===== src/rtl/spi_cmd_pkg.sv =====
package spi_cmd_pkg;
  localparam int AW = 5;
  localparam int DW = 8;

  localparam logic [AW-1:0] ADDR_CHIP     = 5'h00;
  localparam logic [AW-1:0] ADDR_ISO      = 5'h01;
  localparam logic [AW-1:0] ADDR_IRQ      = 5'h0C;
  localparam logic [AW-1:0] ADDR_FSTAT    = 5'h1C;
  localparam logic [AW-1:0] ADDR_TXLEN_HI = 5'h1D;
  localparam logic [AW-1:0] ADDR_TXLEN_LO = 5'h1E;
  localparam logic [AW-1:0] ADDR_FIFO     = 5'h1F;

  localparam logic [AW-1:0] CMD_SOFT_INIT = 5'h03;
  localparam logic [AW-1:0] CMD_FLUSH     = 5'h0F;
  localparam logic [AW-1:0] CMD_TX_RAW    = 5'h10;
  localparam logic [AW-1:0] CMD_TX_CRC    = 5'h11;

  localparam logic [DW-1:0] RST_CHIP = 8'h01;
  localparam logic [DW-1:0] RST_ISO  = 8'h02;

  typedef enum logic {DEC_CTRL, DEC_DATA} dec_st_e;

  function automatic logic [DW-1:0] reg_default(input logic [AW-1:0] a);
    case (a)
      ADDR_CHIP: return RST_CHIP;
      ADDR_ISO:  return RST_ISO;
      default:   return '0;
    endcase
  endfunction
endpackage


===== src/rtl/spi_cmd_link.sv =====
module spi_cmd_link
  import spi_cmd_pkg::*;
(
  input  logic          clk_i,
  input  logic          rst_ni,
  input  logic          sclk_i,
  input  logic          cs_ni,
  input  logic          mosi_i,
  input  logic          load_i,
  input  logic [DW-1:0] load_data_i,
  output logic          frame_o,
  output logic          byte_vld_o,
  output logic [DW-1:0] byte_o,
  output logic          miso_o
);
  localparam int BW = $clog2(DW);

  logic [2:0]    sclk_q;
  logic [1:0]    cs_q, mosi_q;
  logic          rise, fall;
  logic [BW-1:0] bit_cnt;
  logic [DW-2:0] sh_in;
  logic [DW-1:0] tx_sh;

  always_ff @(posedge clk_i or negedge rst_ni) begin
    if (!rst_ni) begin
      sclk_q <= '0;
      cs_q   <= '1;
      mosi_q <= '0;
    end else begin
      sclk_q <= {sclk_q[1:0], sclk_i};
      cs_q   <= {cs_q[0], cs_ni};
      mosi_q <= {mosi_q[0], mosi_i};
    end
  end

  assign rise    = sclk_q[1] & ~sclk_q[2];
  assign fall    = ~sclk_q[1] & sclk_q[2];
  assign frame_o = ~cs_q[1];

  always_ff @(posedge clk_i or negedge rst_ni) begin
    if (!rst_ni) begin
      bit_cnt    <= '0;
      sh_in      <= '0;
      tx_sh      <= '0;
      miso_o     <= 1'b0;
      byte_vld_o <= 1'b0;
      byte_o     <= '0;
    end else begin
      byte_vld_o <= 1'b0;
      if (!frame_o) begin
        // partial byte is dropped here
        bit_cnt <= '0;
        tx_sh   <= '0;
        miso_o  <= 1'b0;
      end else begin
        if (fall) begin
          sh_in   <= {sh_in[DW-3:0], mosi_q[1]};
          bit_cnt <= bit_cnt + 1'b1;
          if (bit_cnt == BW'(DW-1)) begin
            byte_vld_o <= 1'b1;
            byte_o     <= {sh_in, mosi_q[1]};
          end
        end
        if (rise) miso_o <= tx_sh[DW-1];
        if (load_i)    tx_sh <= load_data_i;
        else if (rise) tx_sh <= {tx_sh[DW-2:0], 1'b0};
      end
    end
  end
endmodule


===== src/rtl/spi_cmd_fifo.sv =====
module spi_cmd_fifo #(
  parameter int DEPTH = 12,
  parameter int DW    = 8,
  localparam int PW   = $clog2(DEPTH),
  localparam int CW   = $clog2(DEPTH + 1)
) (
  input  logic          clk_i,
  input  logic          rst_ni,
  input  logic          push_i,
  input  logic [DW-1:0] pdata_i,
  input  logic          pop_i,
  input  logic          flush_i,
  output logic [DW-1:0] head_o,
  output logic [CW-1:0] cnt_o,
  output logic          ovf_o
);
  logic [DW-1:0] mem [DEPTH];
  logic [PW-1:0] wptr, rptr;
  logic          full, empty, do_push, do_pop;

  function automatic logic [PW-1:0] nxt(input logic [PW-1:0] p);
    return (p == PW'(DEPTH - 1)) ? '0 : p + 1'b1;
  endfunction

  assign full    = (cnt_o == CW'(DEPTH));
  assign empty   = (cnt_o == '0);
  assign do_push = push_i & ~full;
  assign do_pop  = pop_i & ~empty;
  assign head_o  = empty ? '0 : mem[rptr];

  always_ff @(posedge clk_i) begin
    if (do_push && !flush_i) mem[wptr] <= pdata_i;
  end

  always_ff @(posedge clk_i or negedge rst_ni) begin
    if (!rst_ni) begin
      wptr  <= '0;
      rptr  <= '0;
      cnt_o <= '0;
      ovf_o <= 1'b0;
    end else if (flush_i) begin
      wptr  <= '0;
      rptr  <= '0;
      cnt_o <= '0;
      ovf_o <= 1'b0;
    end else begin
      if (push_i && full) ovf_o <= 1'b1;
      if (do_push) wptr <= nxt(wptr);
      if (do_pop)  rptr <= nxt(rptr);
      if (do_push && !do_pop)      cnt_o <= cnt_o + 1'b1;
      else if (do_pop && !do_push) cnt_o <= cnt_o - 1'b1;
    end
  end
endmodule


===== src/rtl/spi_cmd_regs.sv =====
module spi_cmd_regs
  import spi_cmd_pkg::*;
(
  input  logic          clk_i,
  input  logic          rst_ni,
  input  logic          soft_rst_i,
  input  logic          we_i,
  input  logic [AW-1:0] waddr_i,
  input  logic [DW-1:0] wdata_i,
  input  logic [AW-1:0] raddr_i,
  output logic [DW-1:0] rdata_o,
  input  logic [DW-1:0] irq_set_i,
  input  logic          irq_clr_i,
  output logic          irq_o,
  output logic [DW-1:0] len_hi_o,
  output logic [DW-1:0] len_lo_o
);
  localparam int NREG = 2 ** AW;

  logic [DW-1:0] mem [NREG];
  logic [DW-1:0] irq_q;

  always_ff @(posedge clk_i or negedge rst_ni) begin
    if (!rst_ni) begin
      for (int i = 0; i < NREG; i++) mem[i] <= reg_default(AW'(i));
    end else if (soft_rst_i) begin
      for (int i = 0; i < NREG; i++) mem[i] <= reg_default(AW'(i));
    end else if (we_i && waddr_i != ADDR_IRQ) begin
      mem[waddr_i] <= wdata_i;
    end
  end

  // a set arriving with the clear wins, so no event is lost
  always_ff @(posedge clk_i or negedge rst_ni) begin
    if (!rst_ni)         irq_q <= '0;
    else if (soft_rst_i) irq_q <= '0;
    else                 irq_q <= (irq_q & ~{DW{irq_clr_i}}) | irq_set_i;
  end

  assign rdata_o  = (raddr_i == ADDR_IRQ) ? irq_q : mem[raddr_i];
  assign irq_o    = |irq_q;
  assign len_hi_o = mem[ADDR_TXLEN_HI];
  assign len_lo_o = mem[ADDR_TXLEN_LO];
endmodule


===== src/rtl/spi_cmd_slave.sv =====
module spi_cmd_slave
  import spi_cmd_pkg::*;
#(
  parameter int FIFO_DEPTH = 12
) (
  input  logic          clk_i,
  input  logic          rst_ni,
  input  logic          sclk_i,
  input  logic          cs_ni,
  input  logic          mosi_i,
  output logic          miso_o,
  input  logic          rx_push_i,
  input  logic [DW-1:0] rx_data_i,
  input  logic          mdm_pop_i,
  output logic [DW-1:0] mdm_data_o,
  input  logic [DW-1:0] irq_set_i,
  output logic          irq_o,
  output logic          tx_start_o,
  output logic          tx_crc_o,
  output logic [DW+3:0] tx_bytes_o,
  output logic          tx_part_o,
  output logic [2:0]    tx_bits_o
);
  localparam int CW = $clog2(FIFO_DEPTH + 1);

  logic          frame, byte_vld, load_pend;
  logic [DW-1:0] byte_q, rd_data, reg_rdata, fifo_head, len_hi, len_lo;
  logic [CW-1:0] fifo_cnt;
  logic          fifo_ovf;
  dec_st_e       st;
  logic [AW-1:0] addr;
  logic          rd, cont;

  logic cmd_fire, wr_fire, rd_done, soft_rst, flush, spi_push, spi_pop;

  spi_cmd_link i_link (
    .clk_i, .rst_ni, .sclk_i, .cs_ni, .mosi_i,
    .load_i(load_pend), .load_data_i(rd_data),
    .frame_o(frame), .byte_vld_o(byte_vld), .byte_o(byte_q), .miso_o
  );

  assign cmd_fire = byte_vld & (st == DEC_CTRL) & byte_q[7];
  assign wr_fire  = byte_vld & (st == DEC_DATA) & ~rd;
  assign rd_done  = byte_vld & (st == DEC_DATA) & rd;
  assign soft_rst = cmd_fire & (byte_q[AW-1:0] == CMD_SOFT_INIT);
  assign flush    = cmd_fire & (byte_q[AW-1:0] == CMD_FLUSH);
  assign spi_push = wr_fire & (addr == ADDR_FIFO);
  assign spi_pop  = rd_done & (addr == ADDR_FIFO);

  spi_cmd_regs i_regs (
    .clk_i, .rst_ni,
    .soft_rst_i(soft_rst),
    .we_i(wr_fire && addr != ADDR_FIFO && addr != ADDR_FSTAT),
    .waddr_i(addr), .wdata_i(byte_q),
    .raddr_i(addr), .rdata_o(reg_rdata),
    .irq_set_i, .irq_clr_i(rd_done && addr == ADDR_IRQ), .irq_o,
    .len_hi_o(len_hi), .len_lo_o(len_lo)
  );

  spi_cmd_fifo #(.DEPTH(FIFO_DEPTH), .DW(DW)) i_fifo (
    .clk_i, .rst_ni,
    .push_i(spi_push | rx_push_i),
    .pdata_i(spi_push ? byte_q : rx_data_i),
    .pop_i(spi_pop | mdm_pop_i),
    .flush_i(flush),
    .head_o(fifo_head), .cnt_o(fifo_cnt), .ovf_o(fifo_ovf)
  );

  always_comb begin
    case (addr)
      ADDR_FIFO:  rd_data = fifo_head;
      ADDR_FSTAT: rd_data = {fifo_ovf, 2'b00, 5'(fifo_cnt)};
      default:    rd_data = reg_rdata;
    endcase
  end

  always_ff @(posedge clk_i or negedge rst_ni) begin
    if (!rst_ni) begin
      st <= DEC_CTRL; addr <= '0; rd <= 1'b0; cont <= 1'b0; load_pend <= 1'b0;
    end else if (!frame) begin
      st <= DEC_CTRL; load_pend <= 1'b0;
    end else begin
      load_pend <= 1'b0;
      if (byte_vld) begin
        if (st == DEC_CTRL) begin
          if (!byte_q[7]) begin
            addr      <= byte_q[AW-1:0];
            rd        <= byte_q[6];
            cont      <= byte_q[5];
            st        <= DEC_DATA;
            load_pend <= byte_q[6];
          end
        end else if (cont) begin
          if (addr != ADDR_FIFO) addr <= addr + 1'b1;
          load_pend <= rd;
        end else begin
          st <= DEC_CTRL;
        end
      end
    end
  end

  always_ff @(posedge clk_i or negedge rst_ni) begin
    if (!rst_ni) begin
      tx_start_o <= 1'b0; tx_crc_o <= 1'b0;
    end else begin
      tx_start_o <= cmd_fire & (byte_q[AW-1:0] == CMD_TX_RAW || byte_q[AW-1:0] == CMD_TX_CRC);
      if (cmd_fire && (byte_q[AW-1:0] == CMD_TX_RAW || byte_q[AW-1:0] == CMD_TX_CRC))
        tx_crc_o <= byte_q[0];
    end
  end

  assign mdm_data_o = fifo_head;
  assign tx_bytes_o = {len_hi, len_lo[7:4]};
  assign tx_part_o  = len_lo[0];
  assign tx_bits_o  = len_lo[3:1];
endmodule


===== config.mk =====
export PLATFORM = sky130hd
export DESIGN_NAME = spi_cmd_slave
export DESIGN_NICKNAME = d
export VERILOG_FILES = /design/src/rtl/spi_cmd_pkg.sv /design/src/rtl/spi_cmd_link.sv /design/src/rtl/spi_cmd_fifo.sv /design/src/rtl/spi_cmd_regs.sv /design/src/rtl/spi_cmd_slave.sv
export SDC_FILE = /design/constraint.sdc
export NUM_CORES = 1
export LEC_CHECK = 0
export ABC_AREA = 1
export BUFFER_PORTS_ARGS = -buffer_cell sky130_fd_sc_hd__buf_2
export CORE_ASPECT_RATIO = 0.75
export CORE_UTILIZATION = 57
export DETAILED_ROUTE_END_ITERATION = 16
export HOLD_SLACK_MARGIN = 0.03
export PLACE_DENSITY = 0.83
export SLEW_MARGIN = 30
export SYNTH_ARGS = -nofsm -noshare
export SYNTH_HDL_FRONTEND = slang
export SYNTH_SLANG_ARGS = --single-unit

===== constraint.sdc =====
create_clock -name clk_i -period 2.7 [get_ports clk_i]
set_input_delay 0.135 -clock clk_i [delete_from_list [all_inputs] [get_ports clk_i]]
set_output_delay 0.135 -clock clk_i [all_outputs]
set_load 0.03 [all_outputs]

# ---- After elaboration in Yosys (flattened, before gate mapping)
# Memories as Yosys holds them, arrays and structs flattened.
# Index checks and enable logic that the tools add are counted.
dict set report op_classes {
  n_mux 50
  bitwise_logic 28
  n_lt_le_gt_ge 2
  n_div 0
  eq_ne 17
  n_addsub 6
  reduce_logical 29
  mul 0
  shift 0
}
# operator count
set op_table {}
lappend op_table {{$mux 256} 2}
lappend op_table {{$bwmux 256} 1}
lappend op_table {{$mux 8} 10}
lappend op_table {{$bmux 8 s5} 1}
lappend op_table {{$demux 8 s5} 1}
lappend op_table {{$mux 4} 9}
lappend op_table {{$eq 5x5->1 const B} 4}
lappend op_table {{$mux 5} 4}
lappend op_table {{$mux 1} 19}
lappend op_table {{$pmux 8 s2} 1}
lappend op_table {{$and 1x1->1} 14}
lappend op_table {{$reduce_bool 2->1} 7}
lappend op_table {{$add 4x1->4 const B} 3}
lappend op_table {{$eq 4x4->1 const B} 3}
lappend op_table {{$eq 5x4->1 const B} 2}
lappend op_table {{$logic_and 1x1->1} 10}
lappend op_table {{$ne 5x5->1 const B} 2}
lappend op_table {{$and 8x8->8} 1}
lappend op_table {{$not 1->1} 8}
lappend op_table {{$not 8->8} 1}
lappend op_table {{$or 8x8->8} 1}
lappend op_table {{$reduce_or 8->1} 1}
lappend op_table {{$ge 6x6->1 const B} 1}
lappend op_table {{$lt 6x1->1 const B} 1}
lappend op_table {{19 further kinds} 25}
dict set report totals {
  elab_cells 186
  mem_bits_rw 96
  latchBits 0
  inputBits 23
  memories 1
  romBits 0
  register_bits 323
}
# memory words word_bits rd rd_clocked_by_memory_dff write_ports line
set mem_list {}
lappend mem_list {i_fifo.mem 12 8 1 0 1 spi_cmd_fifo.sv:17} ;# logic [DW-1:0] mem [DEPTH];

# ---- Depth between registers and ports, before layout
dict set report depth {
  depth_word 10
  mapped_depth 17
}

# ---- Modules after synthesis
# A second synthesis with hierarchy kept.
dict set report hier_totals {
  cells_unflattened 2254
  area_unflattened_um2 19869.1
}
# module cells_each instances area_each_um2
set modules_own_cells {}
lappend modules_own_cells {spi_cmd_regs 1536 1 12654.6}
lappend modules_own_cells {spi_cmd_fifo 404 1 4757.1}
lappend modules_own_cells {spi_cmd_link 163 1 1500.2}
lappend modules_own_cells {spi_cmd_slave 151 1 957.2}

# ---- Least setup slack after synthesis
# Ideal clock, no wire load.
dict set report synth_timing {
  kind {flip-flop to flip-flop}
  startpoint {register addr[1]}
  endpoint {memory i_fifo.mem[0][0], enable pin}
  slack_ns -0.278
  n_path_buf 2
  arrival_ns 2.595
  synth_period_minus_slack_ns 2.978
  stages_incl_launch_ff 13
  t_required_ns 2.317
  cell_sequence {dfrtp_1 > ha_1 > nand2_1 > nor2_1 > ha_1 > buf_2 > nand4_1 > nand2_1 > nand2_1 > nor2_1 > inv_1 > buf_2 > nor3_1}
}
dict set report synth_between {
  elab_chain_cells 7
}
# element line
set synth_rtl {}
lappend synth_rtl {{from (decl)} spi_cmd_slave.sv:31} ;# logic [AW-1:0] addr;
lappend synth_rtl {{from (signal assigned)} spi_cmd_slave.sv:87} ;# addr <= byte_q[AW-1:0];
lappend synth_rtl {{from (signal assigned)} spi_cmd_slave.sv:94} ;# if (addr != ADDR_FIFO) addr <= addr + 1'b1;
lappend synth_rtl {{$eq 5x5->1} spi_cmd_slave.sv:47} ;# assign spi_push = wr_fire & (addr == ADDR_FIFO);
lappend synth_rtl {{$and 1x1->1} spi_cmd_slave.sv:47}
lappend synth_rtl {{$or 1x1->1} spi_cmd_slave.sv:62} ;# .push_i(spi_push | rx_push_i),
lappend synth_rtl {{$and 1x1->1} spi_cmd_fifo.sv:27} ;# assign do_push = push_i & ~full;
lappend synth_rtl {{$logic_and 1x1->1} spi_cmd_fifo.sv:32} ;# if (do_push && !flush_i) mem[wptr] <= pdata_i;
lappend synth_rtl {{$mux 1} spi_cmd_fifo.sv:32}
lappend synth_rtl {{$mux 1 (not written as such)} spi_cmd_fifo.sv:32}
lappend synth_rtl {{to (decl)} spi_cmd_fifo.sv:17}
# Every way passes these cells.

# ---- Final worst setup path
dict set report layout_timing {
  startpoint {register i_fifo.rptr[0]}
  endpoint {output mdm_data_o[0]}
}
dict set report layout_between {
  elab_chain_cells 2
}
# element line
set layout_rtl {}
lappend layout_rtl {{from (decl)} spi_cmd_fifo.sv:18} ;# logic [PW-1:0] wptr, rptr;
lappend layout_rtl {{from (signal assigned)} spi_cmd_fifo.sv:49} ;# if (do_pop) rptr <= nxt(rptr);
lappend layout_rtl {{$mem_v2 12x8} -}
lappend layout_rtl {{$mux 8} spi_cmd_fifo.sv:29} ;# assign head_o = empty ? '0 : mem[rptr];
lappend layout_rtl {{to (decl)} spi_cmd_slave.sv:15} ;# output logic [DW-1:0] mdm_data_o,
# Every way passes these cells.

==> results by group <==
Floorplanning
  • Row Count: 58
  • Top Ports: 51
  • Die area: 35,100 sq um
  • Die Span Y: between 150 and 200 um
  • Die width: 216 um
  • Starting Density: 0.581
  • Total core area: 33,700 sq um

Clocking
  • Clk sinks: 419
  • CTS buffer count: a little over 40
  • CTS tree: done
  • Max Buffers Root-to-Sink: 3
  • CTS Root Cell: clkbuf_16
  • Worst-path clk slew: about 0.07 ns
  • H-Tree Depth: 2
  • Worst-Skew Late Latency: 0.57 ns

Worst setup path
  • R2r setup slk: ~0.1 ns
  • RR Endpoint: i_regs.mem[202]$_DFFE_PN0P_
  • CP required: about 2.6 ns
  • CP endpoint kind: primary output
  • FF-to-FF path depth: 7
  • Crit Path Category: register to primary output
  • Worst path arrival time: 2.54 ns
  • Critical-path maximum fanout: 55
  • Worst setup SP type: register
  • Reg2reg start: addr[1]$_DFFE_PN0P_

Global routing
  • Vias in the first global route: 16,400
  • First-pass GRT wire length: ~90,000 um
  • Total gr overflow: 0
  • Initial antenna violation count: 0
  • GRT Util Overall: 0.329
  • Pin count of the biggest net entering global routing: 147

Min path
  • Hold Path Sink: i_fifo.mem[1][1]$_DFFE_PP_
  • Hold Crit Class: input pin to register
  • Hold Path Depth: 3
  • Hold_sp: rx_data_i[1]

Synth
  • Main synth FF type: dfrtp_1
  • Post-Syn Area: approximately 20,000 sq um
  • Seq/Total Area, Yosys: 0.561
  • Main area contributors after synthesis: dfrtp_1, edfxtp_1, nand2_1
  • Synth cell types: 38
  • Cell count after synthesis: about 2,300
  • Yosys warnings: 0
  • Synth top area share: 0.408
  • Syn avg cell area: between 8 and 9 sq um
  • Cell taking the most area after synthesis: dfrtp_1
  • #FFs+latches synth: around 420
  • Synthesized Nets: about 2,400
  • EDFF count, synth: 96
  • Synth async-reset ratio: 0.771

Drt
  • Avg WL per Cell: around 20 um
  • DRT Pass-1 Iters: 6
  • Vias: about 17,000
  • Drt drc: 0
  • ANT nets after route: 0
  • Vias per cell: 5.98
  • Wirelength, routed: between 50,000 and 60,000 um
  • Initial DRC Count: around 2,200

Pwr
  • Lkg Pwr: ~0.0097 uW
  • IR drop worst, VDD: about 0.00052 V
  • Pwr per Cell Area: 702 nW/um^2
  • Power Total: about 16,000 uW

Timing
  • Tcrit/Tclk final: 0.990
  • Slew at the pin closest to its max-slew limit: between 0.9 and 1 ns
  • Final Critical Period: ~2.7 ns
  • Final hold vios: 0
  • Final WS setup: roughly 0.027 ns
  • # setup viols final: 0
  • Fmax: approximately 370 MHz
  • Slew HR: 0.367
  • Skew final: about 0.022 ns
  • Final Slew Violations: 0

Layout
  • Cell Count, Final, Fillers Out: 2,880
  • Layout cells sized above 1: 0.114
  • Most frequent cells in the layout: nand2_1, dfrtp_1, o21ai_0
  • Commonest non-fill, non-tap cell in the layout: nand2_1
  • Final instance area: between 20,000 and 25,000 sq um
  • Final nets: around 2,400
  • P&R area growth vs syn: 13.6%

Flow run
  • Maxcap violations: 0

Placed design
  • Placer Congestion: between 0.9 and 1
  • Dpl ws: approximately 0.019 ns
  • Hpwl dp: about 37,000 um
  • Post-Place Cells: 2,791
  • DP Area: ~21,000 sq um
  • IO Port Bufs: 50

Outcome
  • Status: finished, final reports clean
==> Yosys cell counts, types with 17 or more instances <==
cell and instances:
a21oi_1 50, inv_1 134, buf_2 24, o211ai_1 23, nand2_1 727, edfxtp_1 96
a21oi_2 17, o22ai_1 20, nor2_1 164, o21ai_1 66, nand3_1 239, dfrtp_1 319
clkbuf_1 84, o21ai_0 249
==> where the power goes <==
group / total [uW] / switching [uW] / internal (uW)
clock network: 5750 / 2460 / 3290
logic: 2870 / 2000 / 863
registers: 6980 / 220 / 6760
==> registers in the layout (all words and copies together) (netlist names), 2 cells and up <==
name and cells:
addr 5, i_fifo.cnt_o 4, i_fifo.mem 96, i_fifo.rptr 4, i_fifo.wptr 4, i_link.bit_cnt 3
i_link.byte_o 8, i_link.cs_q 2, i_link.mosi_q 2, i_link.sclk_q 3, i_link.sh_in 7, i_link.tx_sh 8
i_regs.irq_q 8, i_regs.len_hi_o 8, i_regs.len_lo_o 8, i_regs.mem 240
==> what timing repair did <==
action | CTS | global route
endpoints found under the hold margin | 79 | 0
setup buffers | 0 | 2
setup endpoints to repair | 5 | 60
hold buffers | 13 | 0
resized for setup | 2 | 11
pin swaps | 0 | 2
==> how the worst max path moves through the flow <==
stage	start	end	slack, ns	depth (start not counted)
6_report	i_fifo.rptr[0]$_DFFE_PN0P_	mdm_data_o[0]	0.03	6
5_1_grt	addr[0]$_DFFE_PN0P_	i_fifo.cnt_o[3]$_DFFE_PN0P_	-0.02	16
4_1_cts	addr[0]$_DFFE_PN0P_	i_fifo.cnt_o[3]$_DFFE_PN0P_	0.01	15
3_5_place_dp	addr[0]$_DFFE_PN0P_	i_fifo.cnt_o[3]$_DFFE_PN0P_	0.02	15
3_3_place_gp	addr[0]$_DFFE_PN0P_	i_fifo.cnt_o[3]$_DFFE_PN0P_	0.08	15
2_1_floorplan	addr[1]$_DFFE_PN0P_	i_fifo.cnt_o[3]$_DFFE_PN0P_	-0.08	17
==> critical path, cell delays in order (launching register included) <==
cell and delay [ns]:
dfrtp_1 0.42, buf_8 0.33, o21ai_0 0.15, o211ai_1 0.31
nand2_1 0.09, nor2_1 0.36, buf_2 0.28
==> metal layers <==
| layer | part of all wire | vias to the layer above | wire, um | GRT usage |
|---|---|---|---|---|
| li1 | - | 7842 | - | - |
| met5 | 0 | - | 0 | 0 |
| met3 | 0.12 | 117 | 6920 | 0.0870 |
| met1 | 0.41 | 8280 | 23500 | 0.474 |
| met2 | 0.44 | 982 | 25200 | 0.492 |
| met4 | 0.023 | 0 | 1340 | 0.0944 |
==> per-stage QoR <==
| step | setup TNS (ns) | hold slack (ns) | util |
|---|---|---|---|
| global route | -0.0180 | 0.137 | 0.660 |
| global placement | 0 | 0.158 | 0.615 |
| finish | 0 | 0.109 | 0.660 |
| floorplan | -3.95 | -0.161 | - |
| CTS | 0 | 0.111 | 0.658 |
| detailed placement | 0 | 0.164 | 0.615 |
==> area by class of cell <==
cell class	count	area, sq um
inverter	143	543
sequential	419	11000
clock inverter	14	170
multi-input combinational	1632	7510
clock buffer	58	1160
timing repair buffer	162	1290
tap	450	563
fill	2674	11500
antenna	2	5.00
==> logic make-up (layout without fill, tap and decap cells) <==
logic type                 Yosys count  in the layout  synth area share
AOI/OAI and AO/OA                  434            434             0.120
xor gates and xnor gates             4              4           0.00179
adders and majority gates           15             15           0.00998
buffers and inverters              281            377            0.0598
DFF                                419            419             0.561
other                                0              2                 0
and+or+nand+nor                   1179           1179             0.248
(Power assumes the default switching activity.)
